`config.mk`:
```
export PLATFORM = sky130hd
export DESIGN_NAME = pwm_chan
export DESIGN_NICKNAME = d
export VERILOG_FILES = /design/src/rtl/pwm_pkg.sv /design/src/rtl/pwm_regs.sv /design/src/rtl/pwm_prescale.sv /design/src/rtl/pwm_core.sv /design/src/rtl/pwm_chan.sv
export SDC_FILE = /design/constraint.sdc
export NUM_CORES = 1
export LEC_CHECK = 0
export ABC_AREA = 0
export BUFFER_PORTS_ARGS = -buffer_cell sky130_fd_sc_hd__buf_4
export CELL_PAD_IN_SITES_DETAIL_PLACEMENT = 1
export CELL_PAD_IN_SITES_GLOBAL_PLACEMENT = 2
export CORE_MARGIN = 1
export CORE_UTILIZATION = 41
export DETAILED_ROUTE_END_ITERATION = 10
export MAX_ROUTING_LAYER = met4
export PLACE_DENSITY = 0.85
export SETUP_SLACK_MARGIN = 0.15
export SLEW_MARGIN = 20
export SYNTH_ARGS = -nofsm -noshare
export SYNTH_HDL_FRONTEND = slang
export SYNTH_SLANG_ARGS = --single-unit
export TNS_END_PERCENT = 1
```
`constraint.sdc`:
```
create_clock -name clk_i -period 2.64 [get_ports clk_i]
set_clock_uncertainty 0.05 [all_clocks]
set_input_delay 0.132 -clock clk_i [delete_from_list [all_inputs] [get_ports clk_i]]
set_output_delay 0.132 -clock clk_i [all_outputs]
set_load 0.05 [all_outputs]
```
`src/rtl/pwm_pkg.sv`:
```
package pwm_pkg;
  // word index of each register (byte offset / 2)
  localparam int IDX_PRESC  = 0;
  localparam int IDX_PERIOD = 1;
  localparam int IDX_CTRL   = 2;
  localparam int IDX_DUTY   = 3;
  localparam int IDX_EXT    = 6;

  localparam logic [7:0] CTRL_MASK = 8'h8F;
  localparam logic [7:0] EXT_MASK  = 8'hB0;

  localparam int CTRL_INV  = 0;
  localparam int CTRL_SLOW = 1;
  localparam int CTRL_RUN  = 7;
endpackage

```
`src/rtl/pwm_regs.sv`:
```
module pwm_regs
  import pwm_pkg::*;
#(
  parameter int CNT_W  = 16,
  parameter int ADDR_W = 4
) (
  input  logic                 clk_i,
  input  logic                 rst_ni,
  input  logic [ADDR_W-1:0]    addr_i,
  input  logic                 wr_i,
  input  logic [CNT_W/8-1:0]   be_i,
  input  logic [CNT_W-1:0]     wdata_i,
  output logic [CNT_W-1:0]     rdata_o,
  output logic [CNT_W-1:0]     presc_o,
  output logic [CNT_W-1:0]     period_o,
  output logic [CNT_W-1:0]     duty_o,
  output logic                 run_o,
  output logic                 inv_o,
  output logic                 slow_o
);
  localparam int NB = CNT_W / 8;
  localparam int LW = $clog2(NB);
  localparam int IW = ADDR_W - LW;

  logic [IW-1:0]    widx;
  logic [CNT_W-1:0] presc_q, period_q, duty_q;
  logic [7:0]       ctrl_q, ext_q;

  assign widx = addr_i[ADDR_W-1:LW];

  function automatic logic [CNT_W-1:0] lane_merge(input logic [CNT_W-1:0] old_v,
                                                  input logic [CNT_W-1:0] new_v,
                                                  input logic [NB-1:0]    be);
    logic [CNT_W-1:0] r;
    r = old_v;
    for (int b = 0; b < NB; b++)
      if (be[b]) r[b*8 +: 8] = new_v[b*8 +: 8];
    return r;
  endfunction

  always_ff @(posedge clk_i or negedge rst_ni) begin
    if (!rst_ni) begin
      presc_q  <= '0;
      period_q <= '0;
      duty_q   <= '0;
      ctrl_q   <= '0;
      ext_q    <= '0;
    end else if (wr_i) begin
      if (widx == IW'(IDX_PRESC))  presc_q  <= lane_merge(presc_q, wdata_i, be_i);
      if (widx == IW'(IDX_PERIOD)) period_q <= lane_merge(period_q, wdata_i, be_i);
      if (widx == IW'(IDX_DUTY))   duty_q   <= lane_merge(duty_q, wdata_i, be_i);
      if (widx == IW'(IDX_CTRL) && be_i[0]) ctrl_q <= wdata_i[7:0] & CTRL_MASK;
      if (widx == IW'(IDX_EXT)  && be_i[0]) ext_q  <= wdata_i[7:0] & EXT_MASK;
    end
  end

  always_comb begin
    rdata_o = '0;
    case (widx)
      IW'(IDX_PRESC):  rdata_o = presc_q;
      IW'(IDX_PERIOD): rdata_o = period_q;
      IW'(IDX_DUTY):   rdata_o = duty_q;
      IW'(IDX_CTRL):   rdata_o = CNT_W'(ctrl_q);
      IW'(IDX_EXT):    rdata_o = CNT_W'(ext_q);
      default:         rdata_o = '0;
    endcase
  end

  assign presc_o  = presc_q;
  assign period_o = period_q;
  assign duty_o   = duty_q;
  assign run_o    = ctrl_q[CTRL_RUN];
  assign inv_o    = ctrl_q[CTRL_INV];
  assign slow_o   = ctrl_q[CTRL_SLOW];
endmodule

```
`src/rtl/pwm_prescale.sv`:
```
module pwm_prescale #(
  parameter int CNT_W = 16
) (
  input  logic             clk_i,
  input  logic             rst_ni,
  input  logic             run_i,
  input  logic             slow_sel_i,
  input  logic             slow_en_i,
  input  logic [CNT_W-1:0] limit_i,
  output logic             tick_o,
  output logic [CNT_W-1:0] cnt_o
);
  logic             step;
  logic [CNT_W-1:0] cnt_q;

  assign step   = run_i & (slow_sel_i ? slow_en_i : 1'b1);
  assign tick_o = step && (cnt_q == limit_i);

  always_ff @(posedge clk_i or negedge rst_ni) begin
    if (!rst_ni)      cnt_q <= '0;
    else if (!run_i)  cnt_q <= '0;
    else if (tick_o)  cnt_q <= '0;
    else if (step)    cnt_q <= cnt_q + 1'b1;
  end

  assign cnt_o = cnt_q;
endmodule

```
`src/rtl/pwm_core.sv`:
```
module pwm_core #(
  parameter int CNT_W = 16
) (
  input  logic             clk_i,
  input  logic             rst_ni,
  input  logic             run_i,
  input  logic             inv_i,
  input  logic             tick_i,
  input  logic [CNT_W-1:0] presc_i,
  input  logic [CNT_W-1:0] period_i,
  input  logic [CNT_W-1:0] duty_i,
  output logic [CNT_W-1:0] presc_sh_o,
  output logic [CNT_W-1:0] period_sh_o,
  output logic [CNT_W-1:0] duty_sh_o,
  output logic [CNT_W-1:0] pos_o,
  output logic             wrap_o,
  output logic             pwm_o
);
  logic [CNT_W-1:0] presc_sh_q, period_sh_q, duty_sh_q, pos_q;
  logic             out_q, wrap;

  assign wrap = tick_i && (pos_q == period_sh_q);

  // shadows follow live values while stopped, else only at a boundary
  always_ff @(posedge clk_i or negedge rst_ni) begin
    if (!rst_ni) begin
      presc_sh_q  <= '0;
      period_sh_q <= '0;
      duty_sh_q   <= '0;
    end else if (!run_i || wrap) begin
      presc_sh_q  <= presc_i;
      period_sh_q <= period_i;
      duty_sh_q   <= duty_i;
    end
  end

  always_ff @(posedge clk_i or negedge rst_ni) begin
    if (!rst_ni)      pos_q <= '0;
    else if (!run_i)  pos_q <= '0;
    else if (wrap)    pos_q <= '0;
    else if (tick_i)  pos_q <= pos_q + 1'b1;
  end

  always_ff @(posedge clk_i or negedge rst_ni) begin
    if (!rst_ni)     out_q <= 1'b0;
    else if (run_i)  out_q <= (pos_q <= duty_sh_q) ^ inv_i;
    else             out_q <= inv_i;
  end

  assign presc_sh_o  = presc_sh_q;
  assign period_sh_o = period_sh_q;
  assign duty_sh_o   = duty_sh_q;
  assign pos_o       = pos_q;
  assign wrap_o      = wrap;
  assign pwm_o       = out_q;
endmodule

```
`src/rtl/pwm_chan.sv`:
```
module pwm_chan #(
  parameter int CNT_W  = 16,
  parameter int ADDR_W = 4
) (
  input  logic                 clk_i,
  input  logic                 rst_ni,
  input  logic [ADDR_W-1:0]    addr_i,
  input  logic                 wr_i,
  input  logic [CNT_W/8-1:0]   be_i,
  input  logic [CNT_W-1:0]     wdata_i,
  output logic [CNT_W-1:0]     rdata_o,
  input  logic                 slow_en_i,
  output logic                 pwm_o
);
  logic             run, inv, slow, tick, wrap;
  logic [CNT_W-1:0] presc_live, period_live, duty_live;
  logic [CNT_W-1:0] presc_sh, period_sh, duty_sh, prc, pos;

  pwm_regs #(.CNT_W(CNT_W), .ADDR_W(ADDR_W)) u_regs (
    .clk_i    (clk_i),
    .rst_ni   (rst_ni),
    .addr_i   (addr_i),
    .wr_i     (wr_i),
    .be_i     (be_i),
    .wdata_i  (wdata_i),
    .rdata_o  (rdata_o),
    .presc_o  (presc_live),
    .period_o (period_live),
    .duty_o   (duty_live),
    .run_o    (run),
    .inv_o    (inv),
    .slow_o   (slow)
  );

  pwm_prescale #(.CNT_W(CNT_W)) u_presc (
    .clk_i      (clk_i),
    .rst_ni     (rst_ni),
    .run_i      (run),
    .slow_sel_i (slow),
    .slow_en_i  (slow_en_i),
    .limit_i    (presc_sh),
    .tick_o     (tick),
    .cnt_o      (prc)
  );

  pwm_core #(.CNT_W(CNT_W)) u_core (
    .clk_i       (clk_i),
    .rst_ni      (rst_ni),
    .run_i       (run),
    .inv_i       (inv),
    .tick_i      (tick),
    .presc_i     (presc_live),
    .period_i    (period_live),
    .duty_i      (duty_live),
    .presc_sh_o  (presc_sh),
    .period_sh_o (period_sh),
    .duty_sh_o   (duty_sh),
    .pos_o       (pos),
    .wrap_o      (wrap),
    .pwm_o       (pwm_o)
  );
endmodule

```
=== Yosys cells after proc, flatten, opt, wreduce, memory -nomap -nowiden ===
Index checks and enable logic that the tools add are counted.

* Flip-flop bits (word level): 137
* Bits of input ports: 26
* Output and inout bits: 17

* Add/sub/neg operators: 2
* Magnitude comparators: 1
* Equal/unequal tests: 8
* Mux-type cells: 9
* Bitwise operators: 2
* Reduce and logical (&&, ||, !) cells: 15

{| class="wikitable"
|+ Operator list
! operator !! number
|-
| 16-bit two-way mux || 6
|-
| 16-bit one-hot mux with 5 select lines || 1
|-
| 16-bit by 1-bit adder with 16-bit output (second input constant) || 2
|-
| 16-bit equality test || 2
|-
| 3-bit AND reduction || 6
|-
| 16-bit less-or-equal comparator || 1
|-
| 3-bit by 2-bit equality test with 1-bit output (second input constant) || 2
|-
| 3-bit by 1-bit inequality test with 1-bit output (second input constant) || 2
|-
| 1-bit logical AND || 4
|-
| 2-bit AND reduction || 2
|-
| 3-bit by 1-bit equality test with 1-bit output (second input constant) || 1
|-
| 3-bit equality test (second input constant) || 1
|-
| 3-bit logical NOT || 1
|-
| 1-bit two-way mux || 2
|-
| 1-bit AND || 1
|-
| 1-bit logical NOT || 1
|-
| 1-bit logical OR || 1
|-
| 1-bit bitwise XOR || 1
|}

=== Longest topological paths before layout ===
Gate-level depths: netlist of run 1.

* Depth in word-level cells: 6
* Mapped depth: 8

=== Modules after synthesis ===
Synthesis of run 1 repeated with hierarchy kept, for this count alone.

* Cells, all modules: 585
* Area total of the unflattened synthesis: 7078.0 um^2

{| class="wikitable"
|+ Modules (own cells, without submodules)
! module !! instances !! cells each !! area each (um^2) !! seq. area each (um^2)
|-
| pwm_core || 1 || 277 || 3284.4 || 1626.6
|-
| pwm_regs || 1 || 184 || 2705.1 || 1401.3
|-
| pwm_prescale || 1 || 124 || 1088.5 || 400.4
|}

=== Worst setup path before layout of run 1 ===
Ideal clock, no wire load.

* Path kind: input -> output
* Start: in addr_i[1]
* End: out rdata_o[5]
* Arrival time: 2.230 ns
* Data required time: 2.458 ns
* Slack: 0.228 ns
* Cell stages on the path: 5
* Buffers on the path: 2
* Cell sequence: buf_1 -> and2_1 -> clkbuf_1 -> a21oi_1 -> o21ai_0

* Longest elaborated chain between the ends: 2
* Elaborated cells between the ends (all ways): 6
* Classes of those cells: eq/ne: 4; mux: 1; reduce/logical: 1

{| class="wikitable"
|+ RTL lines
! element !! line !! source
|-
| start: declaration || pwm_chan.sv:7 || <nowiki>input logic [ADDR_W-1:0] addr_i,</nowiki>
|-
| 3-bit equality test, or another cell as far along || pwm_regs.sv:59 || <nowiki>case (widx)</nowiki>
|-
| 16-bit one-hot mux with 5 select lines (*) || pwm_regs.sv:59 ||
|-
| end: declaration || pwm_chan.sv:11 || <nowiki>output logic [CNT_W-1:0] rdata_o,</nowiki>
|}

Every way passes the cells marked *; elsewhere a longest branch is shown, timed or not.

=== Final worst setup path of run 1 ===
* Start: reg u_core.presc_sh_q[8] (netlist: u_core.presc_sh_o[8])
* End: reg u_core.duty_sh_q[10] (netlist: u_core.duty_sh_o[10])

* Longest elaborated chain between the ends: 4

{| class="wikitable"
|+ RTL lines
! element !! line !! source
|-
| start: declaration || pwm_core.sv:19 || <nowiki>logic [CNT_W-1:0] presc_sh_q, period_sh_q, duty_sh_q, pos_q;</nowiki>
|-
| start signal: assignment || pwm_core.sv:31 || <nowiki>presc_sh_q <= presc_i;</nowiki>
|-
| 16-bit equality test || pwm_prescale.sv:17 || <nowiki>assign tick_o = step && (cnt_q == limit_i);</nowiki>
|-
| 1-bit logical AND || pwm_prescale.sv:17 ||
|-
| 1-bit logical AND || pwm_core.sv:22 || <nowiki>assign wrap = tick_i && (pos_q == period_sh_q);</nowiki>
|-
| 1-bit logical OR || pwm_core.sv:30 || <nowiki>end else if (!run_i || wrap) begin</nowiki>
|-
| end signal: assignment || pwm_core.sv:33 || <nowiki>duty_sh_q <= duty_i;</nowiki>
|-
| end: declaration || pwm_core.sv:19 ||
|}

No other way between the ends.
A chain may end at the register's enable or synchronous reset.

==> flow_summary.toml, run 1 <==
[detailed_routing]
vias_per_cell = 5.91
first_pass_iters = 5
drt_iter0_markers = 292
num_vias = 5596
drt_wl_total_um = 21900
ant_nets = 0
wl_per_cell_um = 23.1
drc = 0

[cells_and_area]
post_route_cells_drive_above_1_share_pct = 28.7
diodes = 0
area_delta_synth_final_pct = 23.0
final_cells = 947
finalNetCount = 758

[global_route]
overflow = 0
grt_start_max_net_pins = 61
grt_pass1_wl_um = 34400
antenna_found_initial = 0
first_global_vias = 6032
grtUsageTotal_pct = 26.2

[synth]
ys.flop_type = "dfrtp_1"
ys_types = 50
synth_area_leaders = "dfrtp_1 48%, mux2_2 13%, xor2_1 3.9%, ha_1 3.2%, mux2_1 3.2%"
ys.warnings.count = 0
synth-seq-cells = 137
syn_inst = 634
synth_top_area_share_pct = 48.0
synth_edf_count = 0
synthMuxAreaShare_pct = 19.3
ys_seq_area_share_pct = 48.0
synth_top_family_by_area = "multiplexers"
synthArstFlopShare_pct = 100
synth_compound_area_share_pct = 8.72
synth_xor_area_share_pct = 4.41
synth-simple-area-share_pct = 13.0
syn_area_um2 = 7150
syn_nets = 678
synthAdderAreaFrac_pct = 3.15
yosysTopAreaCell = "dfrtp_1"
avgSynthCellArea_um2 = 11.3

[critical_path]
setup.worst_path.class = "reg -> reg"
cp_data_required_time_ns = 2.90
cp_top_family = "simple AND/OR/NAND/NOR gates"
cp_cell_sequence = "xor2_1, nor4_2, nand4_1, o31ai_4, buf_4, clkbuf_16, mux2_1"
critPathMaxFanout = 12
rr_startpoint = "u_core.presc_sh_o[8]"
reg2reg_slack_ns = 0.18
reg2reg_depth = 7
worstReg2RegEnd = "u_core.duty_sh_o[10]"
cp_num_buf_inv = 2
arrival_ns = 2.72
end_kind = "flip-flop"
slowest_delay_ns = 0.42
cp_slowest_cell = "nor4_2"
start_kind = "flip-flop"

[pwr]
p_leak_uw = 0.00390
p_total_uw = 7610
p_sw_uw = 2450
seqPwrFrac_pct = 40.8
clkPwrFrac_pct = 34.1
ir_drop_uv = 517
p_comb_share_pct = 25.1
p_int_uw = 5160
p_per_area_nw_per_um2 = 865
switching_share_pct = 32.1

[placed_design]
post-place-cells = 893
dp_hpwl_um = 14200
place_congestion = 0.889
numPortBuffers = 41

[clock_tree]
cts_buffer_depth = 2
clk_pin_slew_ns = 0.06
cts.sinks = 137
root_buffer = "clkbuf_16"
cts_tree = "done"
insertion_delay_ns = 0.43
h-tree-depth = 4
cts_buffers = 17

[timing]
fmax_mhz = 406
worst_pin_slew_ns = 0.739
slew_headroom_pct = 50.5
setup_tns_ns = 0
rsz0062_at_grt = "true"
fin_crit_sh_pct = 93.3
hold_viol_final = 0
post-route-min-period_ns = 2.46
finalSetupViolations = 0
slew_viol_final = 0

[die]
die_w_um = 134
die-area_um2 = 18000
core_area_um2 = 16800
fp.dieH_um = 134
start_util_pct = 42.5
io_pins = 43
core.rowCount = 47

[job]
cap_violations = 0

[min_path]
hold_path_class = "in -> async"

[outcome]
status = "finished, final reports clean"
[state kept, by name, summed over array words and instances (netlist names)]
signal	cells
u_regs.period_o	16
u_regs.presc_o	16
u_core.pos_o	16
u_regs.duty_o	16
u_regs.ctrl_q	5
u_core.duty_sh_o	16
u_core.period_sh_o	16
u_presc.cnt_o	16
u_regs.ext_q	3
u_core.pwm_o	1
u_core.presc_sh_o	16
[Yosys cell counts, types with 2 or more instances]
library cell,n
nand3b_1,8
mux4_2,5
nand2b_1,5
mux2i_1,11
xnor2_1,4
nor2b_1,13
xor2_1,32
nand2_1,29
clkbuf_1,24
o21bai_1,2
mux2_1,20
ha_1,18
and4_1,3
mux2_2,83
o22ai_1,5
inv_1,24
a41oi_1,3
a21boi_0,2
o211ai_1,5
a31oi_1,15
nand3_1,27
nor4_1,12
nand4_1,15
o311ai_0,5
o2111ai_1,9
or3_1,8
and2_1,4
nor2_1,32
buf_1,4
nor3_1,7
o21ai_0,7
buf_6,2
a21oi_1,19
o32ai_1,2
dfrtp_1,137
a211oi_1,6
and3_1,7
a22o_1,5
buf_2,4
[how the worst max path moves through the flow]
stage	start	end	depth (start not counted)
after floorplan	addr_i[1]	rdata_o[5]	5
after global placement	u_presc.cnt_o[7]	u_core.duty_sh_o[15]	6
after detailed placement	u_presc.cnt_o[7]	u_core.presc_sh_o[14]	6
after CTS	u_presc.cnt_o[12]	u_core.presc_sh_o[0]	6
after global routing	u_core.presc_sh_o[8]	u_core.duty_sh_o[10]	7
final	u_core.presc_sh_o[8]	u_core.duty_sh_o[10]	7
[power by group through the flow]
stage	logic, uW	registers [uW]	clock network (uW)
finish	1910	3110	2590
global route	2040	3150	2700
CTS	1820	3100	2620
detailed placement	1710	3120	0
global placement	1620	3080	0
floorplan	1250	2920	0
[timing repair]
action,in CTS,in global routing
hold buffers,17,0
setup endpoints to repair,48,53
gates cloned,1,2
pin swaps,2,5
setup buffers,1,1
hold endpoints to repair,107,0
resized for setup,1,6
[per-layer routing]
layer / up-vias / global-route usage, % / part of all wire, %
met5: - / - / 0
li1: 2483 / - / -
met4: 0 / 9.99 / 2.4
met3: 40 / 4.01 / 3.4
met2: 141 / 42.5 / 50
met1: 2932 / 33.2 / 44
[placed cells by master, fill, tap and decap left out, types with 20 or more instances in the layout]
cell / Yosys / final
dfrtp_1: 137 / 136
mux2_2: 83 / 83
buf_4: 1 / 73
xor2_1: 32 / 32
nor2_1: 32 / 31
nand2_1: 29 / 29
nand3_1: 27 / 27
inv_1: 24 / 24
mux2_1: 20 / 20
[metrics by stage]
step	utilization [%]	hold slack (ns)	setup WS [ns]	cell area, um2
2_1_floorplan	-	-0.214	0.228	7150
3_3_place_gp	46.7	0.0716	0.207	7860
3_5_place_dp	46.7	0.0748	0.130	7860
4_1_cts	51.9	0.173	0.172	8720
5_1_grt	52.3	0.219	0.100	8800
6_report	52.3	0.166	0.177	8800
[final cells by class]
| cell class | instances | area, um2 |
|---|---|---|
| fill | 1797 | 8020 |
| clock buffer | 19 | 453 |
| multi-input combinational | 438 | 3510 |
| sequential | 137 | 3430 |
| tap | 220 | 275 |
| clock inverter | 13 | 189 |
| inverter | 24 | 90.1 |
| timing repair buffer | 96 | 847 |
[cells by family after synthesis]
logic type	Yosys count
buffers and inverters	59
flip-flops	137
adder cells (fa/ha/maj)	18
AND/OR/NAND/NOR	175
multiplexers	119
XOR/XNOR	36
AO/OA/AOI/OAI	90
Note: power is estimated with default switching activity, not from simulation.
==> run 2: changes to the inputs <==
--- a/config.mk
+++ b/config.mk
@@ -7,8 +7,10 @@
 export LEC_CHECK = 0
 export ABC_AREA = 0
 export BUFFER_PORTS_ARGS = -buffer_cell sky130_fd_sc_hd__buf_4
+export CAP_MARGIN = 20
 export CELL_PAD_IN_SITES_DETAIL_PLACEMENT = 1
 export CELL_PAD_IN_SITES_GLOBAL_PLACEMENT = 2
+export CORE_ASPECT_RATIO = 0.8
 export CORE_MARGIN = 1
 export CORE_UTILIZATION = 41
 export DETAILED_ROUTE_END_ITERATION = 10
==> constraint.sdc (replaced) <==
create_clock -name clk_i -period 2.51 [get_ports clk_i]
set_clock_uncertainty 0.05 [all_clocks]
set_input_delay 0.1255 -clock clk_i [delete_from_list [all_inputs] [get_ports clk_i]]
set_output_delay 0.1255 -clock clk_i [all_outputs]
set_load 0.05 [all_outputs]
==> flow_summary.toml, run 2 (synthesized netlist as in run 1, its figures left out) <==
[global_route]
grt_pass1_wl_um = 34300
antenna_found_initial = 0
overflow = 0
grt_start_max_net_pins = 76
first_global_vias = 5939
grtUsageTotal_pct = 26.4

[cells_and_area]
utilization_pct = 52.6
post_route_cells_drive_above_1_share_pct = 30.9
stdcell_area_um2 = 8850
layout_common_cells = "130 x dfrtp_1, 80 x mux2_2, 75 x buf_4"
mostFrequentLayoutCell = "dfrtp_1"
finalNetCount = 763
diodes = 0
area_delta_synth_final_pct = 23.8

[detailed_routing]
wl_per_cell_um = 22.5
drc = 0
drt_iter0_markers = 308
num_vias = 5444
first_pass_iters = 4
vias_per_cell = 5.72
drt_wl_total_um = 21400
ant_nets = 0

[timing]
hold_ws_ns = 0.169
slew_viol_final = 0
fin_crit_sh_pct = 94.4
setup_tns_ns = 0
worst_pin_slew_ns = 0.754
post-route-min-period_ns = 2.37
finalSetupViolations = 0
slew_headroom_pct = 49.8
rsz0062_at_grt = "true"
fmax_mhz = 422
hold_viol_final = 0

[critical_path]
worstReg2RegEnd = "u_core.duty_sh_o[8]"
rr_startpoint = "u_presc.cnt_o[7]"
cp_data_required_time_ns = 2.76
reg2reg_depth = 7
end_kind = "flip-flop"
reg2reg_slack_ns = 0.14
start_kind = "flip-flop"
critPathMaxFanout = 7
setup.worst_path.class = "reg -> reg"
arrival_ns = 2.62

[pwr]
ir_drop_uv = 423
p_leak_uw = 0.00393
p_total_uw = 7890
p_per_area_nw_per_um2 = 892

[min_path]
hold_path_class = "in -> reg"
min_from = "be_i[0]"
whs_path_depth = 5
min_to = "u_regs.ext_q[7]"

[clock_tree]
insertion_delay_ns = 0.43
cts_buffer_depth = 2
cts_buffers = 17
clk_pin_slew_ns = 0.06
h-tree-depth = 4
cts.sinks = 137
cts_tree = "done"
root_buffer = "clkbuf_16"

[die]
die_w_um = 150
fp.dieH_um = 120
start_util_pct = 42.5
die-area_um2 = 18000
core_area_um2 = 16800
core.rowCount = 42
io_pins = 43

[placed_design]
dp_hpwl_um = 14300
placed_cell_area_um2 = 7850
place_congestion = 0.850
numPortBuffers = 41

[job]
cap_violations = 0

[outcome]
status = "finished, final reports clean"
## run 2: cell count changes in the layout (fill, tap and decap cells not counted), sizes merged
cell / change
bufinv: -2
clkbuf: +3
buf: +5
inv: -1
## run 2: routing by layer
metal / up-vias / track usage (%) / part of all wire [%]
li1: 2492 / - / -
met1: 2846 / 35.0 / 48
met2: 87 / 41.9 / 49
met3: 19 / 4.18 / 2.8
met4: 0 / 7.08 / 1.1
met5: - / - / 0
## run 2: worst max-delay path: stages, from the launching register on
cell and delay [ns]:
dfrtp_1 0.42, xor2_2 0.20, nor4_4 0.33, nand4_1 0.22, o31ai_4 0.33, buf_6 0.19
clkbuf_16 0.17, mux2_1 0.33
## run 2: what timing repair did
action	4_1_cts	5_1_grt
setup buffers	4	3
setup endpoints to repair	51	56
gates resized for setup	13	21
cloned	1	2
hold buffers	17	0
pin swaps	4	9
endpoints found under the hold margin	129	0
## run 2: worst max-delay path by stage
stage	depth (start not counted)	startpoint	to	slack, ns
final	7	u_presc.cnt_o[7]	u_core.duty_sh_o[8]	0.14
after floorplan	8	u_presc.cnt_o[7]	u_core.duty_sh_o[0]	0.22
after detailed placement	6	u_core.presc_sh_o[7]	u_core.period_sh_o[15]	0.02
after CTS	7	u_core.pos_o[6]	u_core.period_sh_o[14]	0.16
after global placement	6	u_core.presc_sh_o[7]	u_core.presc_sh_o[13]	0.09
after global routing	7	u_presc.cnt_o[7]	u_core.presc_sh_o[10]	0.07
## run 2: where the power goes
group	internal, uW	total (uW)	switching [uW]
combinational	1020	2110	1080
clock	1540	2530	985
sequential	2760	3260	499
## run 2: through the flow
| stage | std cells | setup WS, ns |
|---|---|---|
| 6_report | 952 | 0.140 |
| 5_1_grt | 952 | 0.0691 |
| 4_1_cts | 947 | 0.156 |
| 3_5_place_dp | 893 | 0.0165 |
| 3_3_place_gp | 893 | 0.0911 |
| 2_1_floorplan | 634 | 0.219 |
## run 2: area by class of cell
cell class / count / area [um2]
Fill cell: 1754 / 7970
Multi-Input combinational cell: 438 / 3570
Sequential cell: 137 / 3440
Clock inverter: 10 / 116
Clock buffer: 22 / 474
Tap cell: 220 / 275
Timing Repair Buffer: 101 / 888
Inverter: 24 / 90.1
